`src/rtl/vtg_pkg.sv`:
```
package vtg_pkg;
  localparam logic [3:0] PAT_BLACK   = 4'd0;
  localparam logic [3:0] PAT_WHITE   = 4'd1;
  localparam logic [3:0] PAT_VRAMP   = 4'd2;
  localparam logic [3:0] PAT_HRAMP   = 4'd3;
  localparam logic [3:0] PAT_BARS    = 4'd4;
  localparam logic [3:0] PAT_PIXBARS = 4'd5;
  localparam logic [3:0] PAT_ZIGZAG  = 4'd6;

  localparam logic [2:0] CS_XOR = 3'd0;
  localparam logic [2:0] CS_OR  = 3'd1;
  localparam logic [2:0] CS_AND = 3'd2;

  localparam int AXIS_H = 0;
  localparam int AXIS_V = 1;
  localparam int N_AXES = 2;
  localparam int N_BARS = 8;
  localparam int BAR_IW = $clog2(N_BARS);

  typedef struct packed {
    logic hs;
    logic vs;
    logic de;
  } vtiming_t;
endpackage

```
`src/rtl/vtg_axis.sv`:
```
module vtg_axis #(
  parameter int CW = 12
) (
  input  logic          clk,
  input  logic          rst_n,
  input  logic          adv,
  input  logic [CW-1:0] total,
  input  logic [CW-1:0] active,
  input  logic [CW-1:0] offset,
  input  logic [CW-1:0] sync_w,
  output logic          wrap,
  output logic          sync,
  output logic          act
);
  logic [CW-1:0] cnt;
  logic [CW:0]   cnt_x, nxt, off_x, end_x;
  logic          last;

  assign cnt_x = {1'b0, cnt};
  assign nxt   = cnt_x + 1'b1;
  assign off_x = {1'b0, offset};
  assign end_x = off_x + {1'b0, active};
  assign last  = (nxt >= {1'b0, total});

  always_ff @(posedge clk or negedge rst_n) begin
    if (!rst_n)   cnt <= '0;
    else if (adv) cnt <= last ? '0 : nxt[CW-1:0];
  end

  assign wrap = adv & last;
  assign sync = (cnt < sync_w);
  assign act  = (cnt_x >= off_x) && (cnt_x < end_x);
endmodule

```
`src/rtl/vtg_timing.sv`:
```
module vtg_timing
  import vtg_pkg::*;
#(
  parameter int CW = 12
) (
  input  logic                         clk,
  input  logic                         rst_n,
  input  logic [N_AXES-1:0][CW-1:0]    total,
  input  logic [N_AXES-1:0][CW-1:0]    active,
  input  logic [N_AXES-1:0][CW-1:0]    offset,
  input  logic [N_AXES-1:0][CW-1:0]    sync_w,
  output vtiming_t                     tm
);
  logic [N_AXES-1:0] adv, wrap, sync, act;
  logic unused_frame_end;

  for (genvar a = 0; a < N_AXES; a++) begin : g_axis
    if (a == 0) begin : g_first
      assign adv[a] = 1'b1;
    end else begin : g_chain
      assign adv[a] = wrap[a-1];
    end
    vtg_axis #(.CW(CW)) u_axis (
      .clk    (clk),
      .rst_n  (rst_n),
      .adv    (adv[a]),
      .total  (total[a]),
      .active (active[a]),
      .offset (offset[a]),
      .sync_w (sync_w[a]),
      .wrap   (wrap[a]),
      .sync   (sync[a]),
      .act    (act[a])
    );
  end

  assign unused_frame_end = wrap[N_AXES-1];
  assign tm.hs = sync[AXIS_H];
  assign tm.vs = sync[AXIS_V];
  assign tm.de = &act;
endmodule

```
`src/rtl/vtg_tracker.sv`:
```
module vtg_tracker
  import vtg_pkg::*;
#(
  parameter int CW   = 12,
  parameter int CH_W = 8
) (
  input  logic              clk,
  input  logic              rst_n,
  input  vtiming_t          tm,
  input  logic [CW-1:0]     h_active,
  output logic [CH_W:0]     x,
  output logic [CH_W-1:0]   y,
  output logic [BAR_IW-1:0] bar
);
  localparam logic [BAR_IW-1:0] BAR_LAST = BAR_IW'(N_BARS - 1);

  logic          de_q;
  logic [CW-1:0] bar_pos, bw_raw, bar_w;

  assign bw_raw = h_active >> BAR_IW;
  assign bar_w  = (bw_raw == '0) ? CW'(1) : bw_raw;

  always_ff @(posedge clk or negedge rst_n) begin
    if (!rst_n) begin
      de_q    <= 1'b0;
      x       <= '0;
      y       <= '0;
      bar     <= '0;
      bar_pos <= '0;
    end else begin
      de_q <= tm.de;
      if (tm.de) x <= x + 1'b1;
      else       x <= '0;
      if (tm.vs)                y <= '0;
      else if (de_q && !tm.de)  y <= y + 1'b1;
      if (!tm.de) begin
        bar     <= '0;
        bar_pos <= '0;
      end else if (bar != BAR_LAST) begin
        if (bar_pos == bar_w - 1'b1) begin
          bar_pos <= '0;
          bar     <= bar + 1'b1;
        end else begin
          bar_pos <= bar_pos + 1'b1;
        end
      end
    end
  end
endmodule

```
`src/rtl/vtg_pattern.sv`:
```
module vtg_pattern
  import vtg_pkg::*;
#(
  parameter int CH_W = 8
) (
  input  logic [3:0]        code,
  input  logic [CH_W:0]     x,
  input  logic [CH_W-1:0]   y,
  input  logic [BAR_IW-1:0] bar,
  output logic [3*CH_W-1:0] pix
);
  function automatic logic [3*CH_W-1:0] colour(input logic [BAR_IW-1:0] idx);
    logic [2:0] rgb;
    case (idx)
      3'd0:    rgb = 3'b111;
      3'd1:    rgb = 3'b110;
      3'd2:    rgb = 3'b011;
      3'd3:    rgb = 3'b010;
      3'd4:    rgb = 3'b101;
      3'd5:    rgb = 3'b100;
      3'd6:    rgb = 3'b001;
      default: rgb = 3'b000;
    endcase
    return {{CH_W{rgb[2]}}, {CH_W{rgb[1]}}, {CH_W{rgb[0]}}};
  endfunction

  function automatic logic [3*CH_W-1:0] grey(input logic [CH_W-1:0] g);
    return {g, g, g};
  endfunction

  logic [CH_W-1:0] zig;
  assign zig = x[CH_W] ? ~x[CH_W-1:0] : x[CH_W-1:0];

  always_comb begin
    case (code)
      PAT_WHITE:   pix = '1;
      PAT_VRAMP:   pix = grey(y);
      PAT_HRAMP:   pix = grey(x[CH_W-1:0]);
      PAT_BARS:    pix = colour(bar);
      PAT_PIXBARS: pix = colour(x[BAR_IW-1:0]);
      PAT_ZIGZAG:  pix = grey(zig);
      default:     pix = '0;
    endcase
  end
endmodule

```
`src/rtl/vtg_top.sv`:
```
module vtg_top
  import vtg_pkg::*;
#(
  parameter int CW   = 12,
  parameter int CH_W = 8
) (
  input  logic              clk,
  input  logic              rst_n,
  input  logic [CW-1:0]     cfg_h_total,
  input  logic [CW-1:0]     cfg_h_active,
  input  logic [CW-1:0]     cfg_h_offset,
  input  logic [CW-1:0]     cfg_h_sync_w,
  input  logic [CW-1:0]     cfg_v_total,
  input  logic [CW-1:0]     cfg_v_active,
  input  logic [CW-1:0]     cfg_v_offset,
  input  logic [CW-1:0]     cfg_v_sync_w,
  input  logic              cfg_h_pol_inv,
  input  logic              cfg_v_pol_inv,
  input  logic              cfg_test_en,
  input  logic [3:0]        cfg_pattern,
  input  logic              cfg_use_ext_sync,
  input  logic [2:0]        cfg_csync_sel,
  input  logic              in_hs,
  input  logic              in_vs,
  input  logic              in_de,
  input  logic [3*CH_W-1:0] in_pixel,
  output logic              out_hs,
  output logic              out_vs,
  output logic              out_de,
  output logic              out_csync,
  output logic [3*CH_W-1:0] out_pixel
);
  localparam int PIX_W = 3 * CH_W;

  logic [N_AXES-1:0][CW-1:0] tot_a, act_a, off_a, sw_a;
  vtiming_t int_tm, ext_tm, sel_tm;
  logic [CH_W:0]     pos_x;
  logic [CH_W-1:0]   pos_y;
  logic [BAR_IW-1:0] bar_idx;
  logic [PIX_W-1:0]  pat_pix;
  logic              csync_d;

  assign tot_a = {cfg_v_total,  cfg_h_total};
  assign act_a = {cfg_v_active, cfg_h_active};
  assign off_a = {cfg_v_offset, cfg_h_offset};
  assign sw_a  = {cfg_v_sync_w, cfg_h_sync_w};

  vtg_timing #(.CW(CW)) u_timing (
    .clk    (clk),
    .rst_n  (rst_n),
    .total  (tot_a),
    .active (act_a),
    .offset (off_a),
    .sync_w (sw_a),
    .tm     (int_tm)
  );

  assign ext_tm.hs = in_hs;
  assign ext_tm.vs = in_vs;
  assign ext_tm.de = in_de;
  assign sel_tm    = cfg_use_ext_sync ? ext_tm : int_tm;

  vtg_tracker #(.CW(CW), .CH_W(CH_W)) u_tracker (
    .clk      (clk),
    .rst_n    (rst_n),
    .tm       (sel_tm),
    .h_active (cfg_h_active),
    .x        (pos_x),
    .y        (pos_y),
    .bar      (bar_idx)
  );

  vtg_pattern #(.CH_W(CH_W)) u_pattern (
    .code (cfg_pattern),
    .x    (pos_x),
    .y    (pos_y),
    .bar  (bar_idx),
    .pix  (pat_pix)
  );

  always_comb begin
    case (cfg_csync_sel)
      CS_OR:   csync_d = sel_tm.hs | sel_tm.vs;
      CS_AND:  csync_d = sel_tm.hs & sel_tm.vs;
      default: csync_d = sel_tm.hs ^ sel_tm.vs;
    endcase
  end

  always_ff @(posedge clk or negedge rst_n) begin
    if (!rst_n) begin
      out_hs    <= 1'b0;
      out_vs    <= 1'b0;
      out_de    <= 1'b0;
      out_csync <= 1'b0;
      out_pixel <= '0;
    end else begin
      out_hs    <= sel_tm.hs ^ cfg_h_pol_inv;
      out_vs    <= sel_tm.vs ^ cfg_v_pol_inv;
      out_de    <= sel_tm.de;
      out_csync <= csync_d;
      if (!sel_tm.de)      out_pixel <= '0;
      else if (cfg_test_en) out_pixel <= pat_pix;
      else                 out_pixel <= in_pixel;
    end
  end
endmodule

```
`config.mk`:
```
export PLATFORM = sky130hd
export DESIGN_NAME = vtg_top
export DESIGN_NICKNAME = d
export VERILOG_FILES = /design/src/rtl/vtg_pkg.sv /design/src/rtl/vtg_axis.sv /design/src/rtl/vtg_timing.sv /design/src/rtl/vtg_tracker.sv /design/src/rtl/vtg_pattern.sv /design/src/rtl/vtg_top.sv
export SDC_FILE = /design/constraint.sdc
export NUM_CORES = 1
export LEC_CHECK = 0
export ABC_AREA = 0
export CAP_MARGIN = 25
export CORE_MARGIN = 1
export CORE_UTILIZATION = 60
export DETAILED_ROUTE_END_ITERATION = 8
export DONT_BUFFER_PORTS = 1
export GPL_TIMING_DRIVEN = 0
export PLACE_DENSITY = 0.77
export SYNTH_ARGS = -nofsm -noshare
export SYNTH_HDL_FRONTEND = slang
export SYNTH_SLANG_ARGS = --single-unit
export TNS_END_PERCENT = 5
```
`constraint.sdc`:
```
create_clock -name clk -period 3.7 [get_ports clk]
set_input_delay 0.555 -clock clk [delete_from_list [all_inputs] [get_ports clk]]
set_output_delay 0.555 -clock clk [all_outputs]
set_load 0.005 [all_outputs]
```
* After elaboration in Yosys (flattened, before gate mapping)
Index checks and enable logic that the tools add are counted.
** Word-level totals
- Output and inout port bits :: 28
- Register bits :: 84
- Bits of input ports :: 136
- Word-level logic and storage cells :: 88
** Cells by class
- Muxes and demuxes :: 20
- Magnitude comparators :: 8
- Reduce and logical (&&, ||, !) cells :: 10
- Bitwise gates (word level) :: 6
- Equal/unequal tests :: 24
- Add/sub/neg operators :: 9
** Operators by type and width (count)
- $pmux W24 S6 :: 1
- $mux W12 :: 5
- $mux W24 :: 2
- $pmux W3 S7 :: 2
- $add A12 B1 Y13 const B :: 2
- $add A12 B12 Y13 :: 2
- $ge A13 B12 Y1 :: 2
- $lt A12 B13 Y1 :: 2
- $ge A12 B12 Y1 :: 2
- $lt A12 B12 Y1 :: 2
- $mux W8 :: 3
- $eq A3 B3 Y1 const B :: 6
- $mux W9 :: 2
- $eq A3 B2 Y1 const B :: 5
- $add A12 B1 Y12 const B :: 1
- $eq A12 B12 Y1 :: 1
- $eq A4 B3 Y1 const B :: 3
- $logic_not A12 Y1 :: 1
- $mux W3 :: 4
- $sub A12 B1 Y12 const B :: 1
- $add A9 B1 Y9 const B :: 1
- $eq A3 B1 Y1 const B :: 3
- $add A8 B1 Y8 const B :: 1
- $eq A4 B2 Y1 const B :: 2
- 14 further kinds :: 21

* Depth between registers and ports, before layout
Gate-level depths: netlist (run 1).
- Depth in word-level cells :: 9
- Mapped depth :: 21

* Hierarchy
Synthesis (run 1) repeated with hierarchy kept, for this count alone.
** Unflattened totals
- Cells, all modules :: 988
- Area total of the unflattened synthesis :: 8688.3 sq um
** By module, submodules not included
- vtg_axis :: sequential area each 300.3 sq um, area an instance 2491.1 sq um, times used 2, cells an instance 306
- vtg_tracker :: sequential area each 825.8 sq um, area an instance 1963.1 sq um, times used 1, cells an instance 199
- vtg_top :: sequential area each 700.7 sq um, area an instance 1206.2 sq um, times used 1, cells an instance 97
- vtg_pattern :: sequential area each 0.0 sq um, area an instance 526.8 sq um, times used 1, cells an instance 78
- vtg_timing :: sequential area each 0.0 sq um, area an instance 10.0 sq um, times used 1, cells an instance 2

* Least setup slack after synthesis (run 1)
Ideal clock, no wire load.
- Path type :: input to register
- From :: input port cfg_v_active[0]
- To :: register u_tracker.y[5]
- Library setup time :: 0.066 ns
- Arrival :: 4.018 ns
- Cell stages on the path :: 18
- Slack :: -0.384 ns
- Path buffers :: 0
- Cell sequence :: ha_1 inv_1 fa_1 nor2b_1 o31a_1 nor4_1 o31ai_1 a21o_1 a21oi_1 xor2_1 ha_1 o21ai_0 a21oi_1 a221oi_1 a2111oi_4 o21ai_2 or4_1 nand2_1
** Between the ends
- Longest elaborated chain between the ends :: 8
** RTL lines
- start, declared :: line vtg_top.sv:14 : input logic [CW-1:0] cfg_v_active,
- $add A12 B12 Y13 :: line vtg_axis.sv:22 : assign end_x = off_x + {1'b0, active};
- $lt A12 B13 Y1 :: line vtg_axis.sv:32 : assign act = (cnt_x >= off_x) && (cnt_x < end_x);
- $logic_and A1 B1 Y1 :: line vtg_axis.sv:32
- $reduce_and A2 Y1 :: line vtg_timing.sv:40 : assign tm.de = &act;
- $mux W3 :: line vtg_top.sv:61 : assign sel_tm = cfg_use_ext_sync ? ext_tm : int_tm;
- $logic_not A1 Y1 :: line vtg_tracker.sv:35 : else if (de_q && !tm.de) y <= y + 1'b1;
- $logic_and A1 B1 Y1 :: line vtg_tracker.sv:35
- $reduce_bool A2 Y1 (no source line)
- end signal, assigned :: line vtg_tracker.sv:35
- end, declared :: line vtg_tracker.sv:12 : output logic [CH_W-1:0] y,
Every way passes these cells.
A chain may end at the register's enable or synchronous reset.

* Worst setup path in the final report (run 1)
- From :: input port cfg_h_active[1]
- To :: register u_tracker.x[6]
** Between the ends
- Longest elaborated chain between the ends :: 6
** RTL lines
- start, declared :: line vtg_top.sv:10 : input logic [CW-1:0] cfg_h_active,
- $add A12 B12 Y13 :: line vtg_axis.sv:22
- $lt A12 B13 Y1 :: line vtg_axis.sv:32
- $logic_and A1 B1 Y1 :: line vtg_axis.sv:32
- $reduce_and A2 Y1 :: line vtg_timing.sv:40
- $mux W3 :: line vtg_top.sv:61
- $mux W9 :: line vtg_tracker.sv:32 : if (tm.de) x <= x + 1'b1;
- end signal, assigned :: line vtg_tracker.sv:32
- end, declared :: line vtg_tracker.sv:11 : output logic [CH_W:0] x,
Every way passes these cells.

==> reports/metrics.cfg, run 1 <==
[floorplan]
placementRows=41
ios=164
core-area_um2=12800
die_area_um2=13700
die_w_um=117
initial_utilization_pct=62.3
die_h_um=117

[yosys]
synth_top_area_share_pct=26.4
synth_fp_nets=1221
yosys.area_share.simple_pct=18.7
yosysSeqAreaShare_pct=26.4
synth_compound_area_share_pct=19.8
synth_edf_count=0
synth-warning-count=0
synth-xor-area-share_pct=7.26
synth_cells=949
synth_commonest_cells=ha_1 (134), inv_1 (102), dfrtp_1 (84)
synth_top_family_by_area=adder cells
yosys.area_share.adder_pct=21.6
yosysMostFrequentCell=ha_1
yosys_register_bits=84
synth_area_leaders=dfrtp_1 (26%), ha_1 (21%), inv_1 (4.8%)
async_reset_ff_share_pct=100
synth.cell_area_um2=7960
synth_cell_types=61
synth_top_cell_by_area=dfrtp_1
synth_mux_area_share_pct=0.126
synth_ff_type=dfrtp_1
syn_area_per_cell_um2=8.39

[routing]
num_vias=6814
post-route-drc-count=0
viasPerCell=5.96
wl_um=18700
drtIter0Drc=431
wl_per_cell_um=16.4
dr.pass1.iters=5
ant_nets=0

[cells_and_area]
area_delta_synth_final_pct=10.1
drive_above_1_share_pct=8.96
nets=1239
diodes=0
final_util_pct=68.6

[sta]
period_share_pct=99.9
min_period_ns=3.70
tightest_slew_ns=0.818
slew_headroom_pct=44.7
skew_ns=0.00940
layout_setup_ws_ns=0.00491
fmax_ghz=0.271
hold_viol_final=0
setup_violations=0
rsz0062_at_grt=true
drv_slew=0
whs_ns=0.104

[critical_path]
cp_data_required_time_ns=3.93
endpoint_kind=flop
reg2regPathDepth=15
critPathKind=in -> reg
cp-start-kind=input port
arrival_ns=3.92
crit_fanout=10

[placed_design]
io_buffer_count=0
hpwl_um=14300
gp_congestion=0.860
dpl_worst_slack_ns=-0.928

[min_path]
min_path_type=in -> async

[power]
cellPowerDensity_nw_per_um2=405
totalPowerFinal_mw=3.55
ir_worst_vdd_v=0.000262
power.leakage_nw=4.24

[run_status]
status=finished clean

[global_routing]
grt_remaining_overflow=0
grt_max_degree=85
antenna_found_initial=0
track_usage_pct=27.5
first_global_vias=6512
grt_pass1_wl_um=29600

[clock_network]
cts_tree=yes
cts.path.max_buffers=2
cts_root_buf=clkbuf_16
clk-insertion-delay-late_ns=0.34
numCtsBuffers=9
path_clk_slew_ns=0.07
htreeDepth=3
cts_sinks=84

[job]
maxCapViolCount=0

report_power, final:
part,total (mW),switching (mW),leakage (nW),internal [mW]
Sequential,1.21,0.187,1.12,1.02
Clock,0.922,0.394,0.144,0.528
Combinational,1.42,0.751,2.98,0.669
worst paths after layout:
check / from / end / slack (ns)
setup / recovery: cfg_h_active[1] / u_tracker.x[6] / 0.005
hold / removal: rst_n / out_pixel[16] / 0.10
setup reg to reg: u_timing.g_axis[1].u_axis.cnt[2] / u_timing.g_axis[1].u_axis.cnt[2] / 0.26
hold reg to reg: u_tracker.y[7] / u_tracker.y[7] / 0.55
max in group asynchronous: rst_n / u_timing.g_axis[1].u_axis.cnt[4] / 3.22
min in group clk: cfg_v_pol_inv / out_vs / 0.29
worst max-delay path: stages:
cell and delay, ns:
ha_1 0.28, a21o_1 0.19, a21oi_2 0.17, nor2b_1 0.08
o211ai_1 0.18, nand2_1 0.11, a41oi_2 0.23, nor2b_1 0.18
xor2_1 0.19, ha_1 0.19, o21ai_1 0.09, a2111oi_2 0.32
o21ai_1 0.16, o41ai_4 0.22, buf_4 0.21, o21a_4 0.20
buf_6 0.16, buf_6 0.15, nor2_2 0.05
state kept, by name, indices dropped and copies added, names as in the netlist, 3 cells and up:
| register | flops |
|---|---|
| u_timing.g_axis.u_axis.cnt | 24 |
| u_tracker.bar_pos | 12 |
| u_tracker.bar | 3 |
| u_tracker.y | 8 |
| u_tracker.x | 9 |
| out_pixel | 24 |
per-stage QoR:
step	std cells	instance area [um^2]	TNS [ns]
final	1143	8770	0
after global routing	1143	8770	-4.61
after CTS	1139	8600	-0.00848
after detailed placement	1121	8210	-46.53
after global placement	1121	8210	-46.63
after floorplan	949	8000	-4.04
kinds of logic after synthesis:
| logic type | count (synthesis) |
|---|---|
| XOR/XNOR | 66 |
| adder cells (fa/ha/maj) | 136 |
| AO/OA/AOI/OAI | 247 |
| multiplexers | 1 |
| AND/OR/NAND/NOR | 290 |
| flip-flops | 84 |
| buffers and inverters | 125 |
layout make-up:
type / count / area, um^2
Fill cell: 1042 / 4010
Buffer: 23 / 111
Inverter: 102 / 388
Clock buffer: 9 / 225
Clock inverter: 6 / 71.3
Tap cell: 172 / 215
Multi-Input combinational cell: 741 / 5580
Timing Repair Buffer: 6 / 65.1
Sequential cell: 84 / 2110
cell usage in the layout (no fill, tap or decap), types with 30 or more instances in the layout:
| cell type | count |
|---|---|
| nand2_1 | 51 |
| xnor2_1 | 30 |
| nand2b_1 | 39 |
| o21ai_0 | 59 |
| xor2_1 | 35 |
| inv_1 | 98 |
| dfrtp_1 | 80 |
| nor2_1 | 54 |
| nand3_1 | 34 |
| a21oi_1 | 66 |
| ha_1 | 131 |
what timing repair did:
action                     in CTS  in global routing
gates resized for setup        12                 40
cloned                          0                  1
hold buffers                    1                  0
pin swaps                       5                 21
hold endpoints to repair       84                  0
setup buffers                   2                  3
setup endpoints to repair      64                 71
per-layer routing:
metal	share of wire [%]	routed length (um)	track usage, %
met4	2.9	546	10.7
met5	0	0	0
met1	44	8310	34.3
met3	5.6	1040	5.72
met2	47	8790	46.4
Power figures use the tool's default switching activity.
==> run 2, diff against run 1 <==
- CORE_UTILIZATION: 60 -> 65
- PLACE_DENSITY: 0.77 -> 0.82
- SKIP_CTS_REPAIR_TIMING: unset -> 1
==> run 2 against run 1 <==
Effect of this change: the flow now finishes with violations (negative setup slack); sequential power is essentially flat; maximum frequency decreased by 0.21%; final area decreased by 0.88%; first-iteration DRC count down 20%; critical path depth is 1 higher; highest routed layer unchanged; critical endpoint is now u_tracker.y[6]; flip-flop and latch count unchanged; combinational power shrank 4%; largest cell class unchanged; non-clock buffer count grew 2; hold slack better by 0.0035 ns; wire length fell by 4.5%; via count down 1.4%; clock power grew 2%; largest power group unchanged.
==> reports/metrics.cfg, run 2 (synthesis results as in run 1) <==
[global_routing]
grt_max_degree=85  ; unchanged
grt_remaining_overflow=0  ; unchanged
first_global_vias=6337  ; was 6,512
track_usage_pct=28.8  ; was 27.5%
grt_pass1_wl_um=29400  ; was 29,600 um
antenna_found_initial=0  ; unchanged

[placed_design]
gp_congestion=0.882  ; was 0.860
hpwl_um=13700  ; was 14,300 um
dpl_worst_slack_ns=-0.823  ; was -0.928 ns
place_area_um2=8180  ; was 8210 um^2
io_buffer_count=0  ; unchanged
dp_cells=1096  ; was 1,121

[cells_and_area]
final_common_cell=ha_1  ; unchanged
final_cell_mix=ha_1 (132), inv_1 (100), dfrtp_1 (83), a21oi_1 (68), o21ai_0 (60)  ; was ha_1 (131), inv_1 (98), dfrtp_1 (80), a21oi_1 (66), o21ai_0 (59)
diodes=0  ; unchanged
nets=1241  ; was 1,239
drive_above_1_share_pct=7.39  ; was 8.96%
reg.largest.list=out_pixel: 24 flops, u_timing.g_axis.u_axis.cnt: 24 flops, u_tracker.bar_pos: 12 flops  ; unchanged
stdcell_count=1121  ; was 1,143
area_delta_synth_final_pct=9.11  ; was 10.1%
finish.instance_area_um2=8690  ; was 8770 um^2

[power]
p_int_mw=2.20  ; was 2.22 mW
ir_worst_vdd_v=0.000414  ; was 0.000262 V
seqPwrFrac_pct=34.2  ; was 34.0%
switching_share_pct=37.2  ; was 37.5%
p_switching_mw=1.30  ; was 1.33 mW
cellPowerDensity_nw_per_um2=403  ; was 405 nW/um^2
power.leakage_nw=4.25  ; was 4.24 nW
pwr-share-clk_pct=26.8  ; was 26.0%
combPwrFrac_pct=39.0  ; was 40.0%

[clock_network]
path_clk_slew_ns=0.07  ; about the same
cts_tree=yes  ; unchanged
cts_sinks=84  ; unchanged
cts_root_buf=clkbuf_16  ; unchanged
htreeDepth=3  ; unchanged
clk-insertion-delay-late_ns=0.35  ; was 0.34 ns
numCtsBuffers=9  ; unchanged
cts.path.max_buffers=2  ; unchanged

[critical_path]
cp-start-kind=input port  ; unchanged
critPathKind=in -> reg  ; unchanged
endpoint_kind=flop  ; unchanged
worstPathCellList=ha_4, inv_2, fa_2, nor2b_2, o31a_1, o32ai_2, nor2_1, o21ai_1, nand2b_1, a21oi_2, xor2_1, ha_1, o21ai_2, a2111oi_2, o21ai_1, o41ai_4, buf_4, o21ai_2, or4_1, nand2_1  ; was ha_1, a21o_1, a21oi_2, nor2b_1, o211ai_1, nand2_1, a41oi_2, nor2b_1, xor2_1, ha_1, o21ai_1, a2111oi_2, o21ai_1, o41ai_4, buf_4, o21a_4, buf_6, buf_6, nor2_2
crit_slowest_cell=or4_1  ; was a2111oi_2
crit_fanout=8  ; was 10
arrival_ns=3.99  ; was 3.92 ns
cp_data_required_time_ns=3.99  ; was 3.93 ns
max_stage_delay_ns=0.43  ; was 0.32 ns

[floorplan]
placementRows=40  ; was 41
initial_utilization_pct=66.6  ; was 62.3%
die_h_um=113  ; was 117 um
die_w_um=113  ; was 117 um
ios=164  ; unchanged
core-area_um2=12000  ; was 12,800 um^2
die_area_um2=12700  ; was 13,700 um^2

[min_path]
min_path_type=in -> async  ; unchanged

[sta]
period_share_pct=100  ; was 99.9%
tightest_slew_ns=0.821  ; was 0.818 ns
setup_violations=1  ; was 0
hold_viol_final=0  ; unchanged
drv_slew=0  ; unchanged
rsz0062_at_grt=true  ; unchanged
fmax_ghz=0.270  ; was 0.271 GHz
min_period_ns=3.70  ; about the same
layout_setup_ws_ns=-0.00279  ; was 0.00491 ns
skew_ns=0.0116  ; was 0.00940 ns
slew_headroom_pct=44.9  ; was 44.7%

[run_status]
violations=negative setup slack
status=finished, violations left  ; was finished clean

[routing]
viasPerCell=5.99  ; was 5.96
num_vias=6720  ; was 6,814
wl_per_cell_um=15.9  ; was 16.4 um
ant_nets=0  ; unchanged
wl_um=17900  ; was 18,700 um
post-route-drc-count=0  ; unchanged
dr.pass1.iters=5  ; unchanged
drtIter0Drc=346  ; was 431

[job]
maxCapViolCount=0  ; unchanged

[run 2: cell count changes in the layout (fill, tap and decap cells not counted), moves of 2 or more]
cell,delta
inv_2,-2
a21oi_1,+2
buf_4,+4
buf_2,-2
o21ai_2,-2
nor2_1,+4
clkinv_4,+2
o21ai_1,+2
dfrtp_1,+3
nor2_2,-4
dfrtp_2,-3
a21oi_2,-2
inv_1,+2
[run 2: worst max-delay path, delay by kind of cell]
family,cells,cell delay (ns)
adder cells (fa/ha/maj),3,0.82
buffers and inverters,2,0.23
XOR/XNOR,1,0.15
AO/OA/AOI/OAI,9,1.40
AND/OR/NAND/NOR,5,0.85
[run 2: worst paths after layout]
| kind | startpoint | to | slack, ns | depth (start not counted) |
|---|---|---|---|---|
| max in group asynchronous | rst_n | u_timing.g_axis[1].u_axis.cnt[2] | 3.26 | 1 |
| max | cfg_h_active[0] | u_tracker.y[6] | -0.003 | 20 |
| min reg2reg | u_tracker.y[7] | u_tracker.y[7] | 0.56 | 2 |
| min in group clk | cfg_h_pol_inv | out_hs | 0.29 | 1 |
| min | rst_n | out_hs | 0.11 | 1 |
| max reg2reg | u_timing.g_axis[1].u_axis.cnt[3] | u_timing.g_axis[1].u_axis.cnt[5] | 0.06 | 15 |
[run 2: power groups by stage]
stage          combinational, mW  clock (mW)  sequential (mW)
4_1_cts                     1.29       0.951             1.19
3_3_place_gp                1.23           0             1.21
5_1_grt                     1.60       0.987             1.21
2_1_floorplan               1.04           0             1.15
3_5_place_dp                1.27           0             1.21
6_report                    1.37       0.939             1.20
[run 2: layout make-up]
cell class / instances / area (um^2)
sequential: 84 / 2100
clock buffer: 9 / 225
multi-input combinational: 741 / 5510
inverter: 102 / 385
clock inverter: 7 / 86.3
tap: 147 / 184
timing repair buffer: 8 / 80.1
buffer: 23 / 116
fill: 973 / 3270
[run 2: per-layer routing]
layer	vias up	GRT usage [%]	wire [um]	share of wire (%)
li1	3399	-	-	-
met1	3123	36.8	8060	45
met2	171	49.4	8740	49
met3	27	5.36	728	4.1
met4	0	9.24	336	1.9
met5	-	0	0	0
[run 2: stage by stage]
| stage | total power [mW] | hold WS (ns) | TNS (ns) | utilization, % |
|---|---|---|---|---|
| 2_1_floorplan | 2.19 | 0.259 | -4.04 | - |
| 3_3_place_gp | 2.44 | 0.260 | -36.56 | 68.4 |
| 3_5_place_dp | 2.48 | 0.260 | -39.85 | 68.4 |
| 4_1_cts | 3.43 | -0.113 | -19.82 | 71.0 |
| 5_1_grt | 3.80 | 0.135 | -5.03 | 72.6 |
| 6_report | 3.50 | 0.107 | -0.00279 | 72.6 |
==> run 3, diff against run 2 <==
- MAX_ROUTING_LAYER: unset -> met4
==> run 3 against run 2 <==
Effect of this change: the flow still finishes with violations (negative setup slack); non-clock buffer count grew 2; critical path depth is the same; wire length grew 0.10%; global-route usage grew 0.89 points; via count grew 0.18%; first-iteration DRC count shrank 7.5%; register-to-register slack is essentially flat; largest power group unchanged; clock-buffer cell count is the same; sequential power is essentially flat; clock power shrank 0.4%; utilization grew 0.28 points.
==> reports/metrics.cfg, run 3 (synthesis results as in run 1) <==
[run_status]
status=finished, violations left  ; unchanged
violations=negative setup slack  ; unchanged

[critical_path]
arrival_ns=4.01  ; was 3.99 ns
r2r_start=u_timing.g_axis[1].u_axis.cnt[3]  ; unchanged
crit_start=cfg_h_active[0]  ; unchanged
r2r_end=u_timing.g_axis[1].u_axis.cnt[7]  ; was u_timing.g_axis[1].u_axis.cnt[5]
crit_slowest_cell=or3_1  ; was or4_1
critPathKind=in -> reg  ; unchanged
worst_path_dominant_cell_family=compound AO/OA/AOI/OAI gates  ; unchanged
max_stage_delay_ns=0.37  ; was 0.43 ns
r2r_slack_ns=0.05  ; was 0.06 ns
crit_fanout=3  ; was 8
cp_data_required_time_ns=3.97  ; was 3.99 ns
crit_end=u_tracker.y[4]  ; was u_tracker.y[6]
path_buf_inv=2  ; unchanged
cpMostUsedCell=o21ai_1
crit_cells=20  ; unchanged
worstPathCellList=ha_4, inv_2, fa_2, nor2b_2, o31a_1, o32ai_2, nor2_1, o21ai_1, nand2b_1, a21oi_2, xor2_1, ha_1, o21ai_2, a2111oi_2, o21ai_1, o41ai_4, buf_4, o211ai_1, or3_1, a21oi_1  ; was ha_4, inv_2, fa_2, nor2b_2, o31a_1, o32ai_2, nor2_1, o21ai_1, nand2b_1, a21oi_2, xor2_1, ha_1, o21ai_2, a2111oi_2, o21ai_1, o41ai_4, buf_4, o21ai_2, or4_1, nand2_1
endpoint_kind=flop  ; unchanged
cp-start-kind=input port  ; unchanged
reg2regPathDepth=15  ; unchanged

[sta]
fmax_ghz=0.267  ; was 0.270 GHz
slew_headroom_pct=44.7  ; was 44.9%
hold_viol_final=0  ; unchanged
tightest_slew_ns=0.825  ; was 0.821 ns
min_period_ns=3.74  ; was 3.70 ns
setup_violations=14  ; was 1
fin_setup_tns_ns=-0.384  ; was -0.00279 ns
layout_setup_ws_ns=-0.0421  ; was -0.00279 ns
drv_slew=0  ; unchanged
skew_ns=0.0114  ; was 0.0116 ns
period_share_pct=101  ; was 100%
rsz0062_at_grt=true  ; unchanged

[cells_and_area]
diodes=0  ; unchanged
reg.largest.list=out_pixel: 24 flops, u_timing.g_axis.u_axis.cnt: 24 flops, u_tracker.bar_pos: 12 flops  ; unchanged
final_cell_mix=ha_1 (132), inv_1 (100), dfrtp_1 (83), a21oi_1 (69), o21ai_0 (59)  ; was ha_1 (132), inv_1 (100), dfrtp_1 (83), a21oi_1 (68), o21ai_0 (60)
stdcell_count=1123  ; was 1,121
final_util_pct=72.9  ; was 72.6%
finish.instance_area_um2=8720  ; was 8690 um^2
area_delta_synth_final_pct=9.54  ; was 9.11%
drive_above_1_share_pct=7.27  ; was 7.39%
nets=1243  ; was 1,241
final_common_cell=ha_1  ; unchanged

[floorplan]
core-area_um2=12000  ; unchanged
die_area_um2=12700  ; unchanged
die_w_um=113  ; unchanged
initial_utilization_pct=66.6  ; unchanged
placementRows=40  ; unchanged
ios=164  ; unchanged
die_h_um=113  ; unchanged

[min_path]
min_path_type=in -> async  ; unchanged

[global_routing]
first_global_vias=6340  ; was 6,337
antenna_found_initial=0  ; unchanged
grt_max_degree=85  ; unchanged
grt_pass1_wl_um=29400  ; about the same
track_usage_pct=29.7  ; was 28.8%
grt_remaining_overflow=0  ; unchanged

[power]
power.leakage_nw=4.27  ; was 4.25 nW
cellPowerDensity_nw_per_um2=401  ; was 403 nW/um^2
ir_worst_vdd_v=0.000413  ; was 0.000414 V

[routing]
drtIter0Drc=320  ; was 346
dr.pass1.iters=5  ; unchanged
wl_per_cell_um=15.9  ; about the same
wl_um=17900  ; about the same
viasPerCell=5.99  ; about the same
post-route-drc-count=0  ; unchanged
num_vias=6732  ; was 6,720
ant_nets=0  ; unchanged

[placed_design]
io_buffer_count=0  ; unchanged
dpl_worst_slack_ns=-0.823  ; unchanged
place_area_um2=8180  ; unchanged
hpwl_um=13700  ; unchanged
gp_congestion=0.896  ; was 0.882
dp_cells=1096  ; unchanged

[clock_network]
htreeDepth=3  ; unchanged
cts_sinks=84  ; unchanged
numCtsBuffers=9  ; unchanged
cts_tree=yes  ; unchanged
cts_root_buf=clkbuf_16  ; unchanged
clk-insertion-delay-late_ns=0.35  ; about the same
path_clk_slew_ns=0.07  ; about the same
cts.path.max_buffers=2  ; unchanged

[job]
maxCapViolCount=0  ; unchanged

[run 3: where the power goes]
group	switching (mW)	internal [mW]
Clock	0.400	0.535
Sequential	0.179	1.02
Combinational	0.717	0.650
Total	1.30	2.20
[run 3: final cells by class]
cell class	instances	area (um^2)
buffer	23	131
clock buffer	9	225
clock inverter	7	86.3
fill	969	3240
inverter	102	388
multi-input combinational	741	5510
sequential	84	2100
tap	147	184
timing repair buffer	10	95.1
[run 3: worst min-delay path by stage]
| stage | from | slack, ns | end | cells after the start |
|---|---|---|---|---|
| 6_report | rst_n | 0.11 | out_hs | 1 |
| 4_1_cts | rst_n | -0.11 | out_pixel[20] | 0 |
| 3_3_place_gp | rst_n | 0.26 | out_pixel[5] | 0 |
| 5_1_grt | rst_n | 0.13 | out_pixel[3] | 1 |
| 3_5_place_dp | rst_n | 0.26 | out_pixel[5] | 0 |
| 2_1_floorplan | rst_n | 0.26 | out_csync | 0 |
[run 3: worst register-to-register path, cell delays in order (launching register included)]
cell and delay (ns):
dfrtp_1 0.51, nand3_1 0.24, nor3_2 0.25, and3_1 0.26, and3_1 0.24, nand3_1 0.11
xnor2_1 0.21, ha_1 0.27, nor2b_1 0.13, a311o_1 0.35, nor3_1 0.16, o211a_1 0.18
nor3_1 0.07, nor2b_1 0.11, clkbuf_1 0.31, a22o_1 0.20
[run 3: layer usage]
| metal | part of all wire [%] | wire, um | up-vias | GRT usage [%] |
|---|---|---|---|---|
| met3 | 4.3 | 763 | 23 | 5.36 |
| met1 | 45 | 8030 | 3111 | 37.2 |
| met4 | 1.6 | 286 | 0 | 8.71 |
| met2 | 49 | 8800 | 196 | 49.3 |
| met5 | 0 | 0 | - | - |
| li1 | - | - | 3402 | - |
[run 3: through the flow]
stage / power [mW] / hold WS [ns]
final: 3.50 / 0.112
after CTS: 3.43 / -0.113
after global routing: 3.80 / 0.134
after floorplan: 2.19 / 0.259
after detailed placement: 2.48 / 0.260
after global placement: 2.44 / 0.260
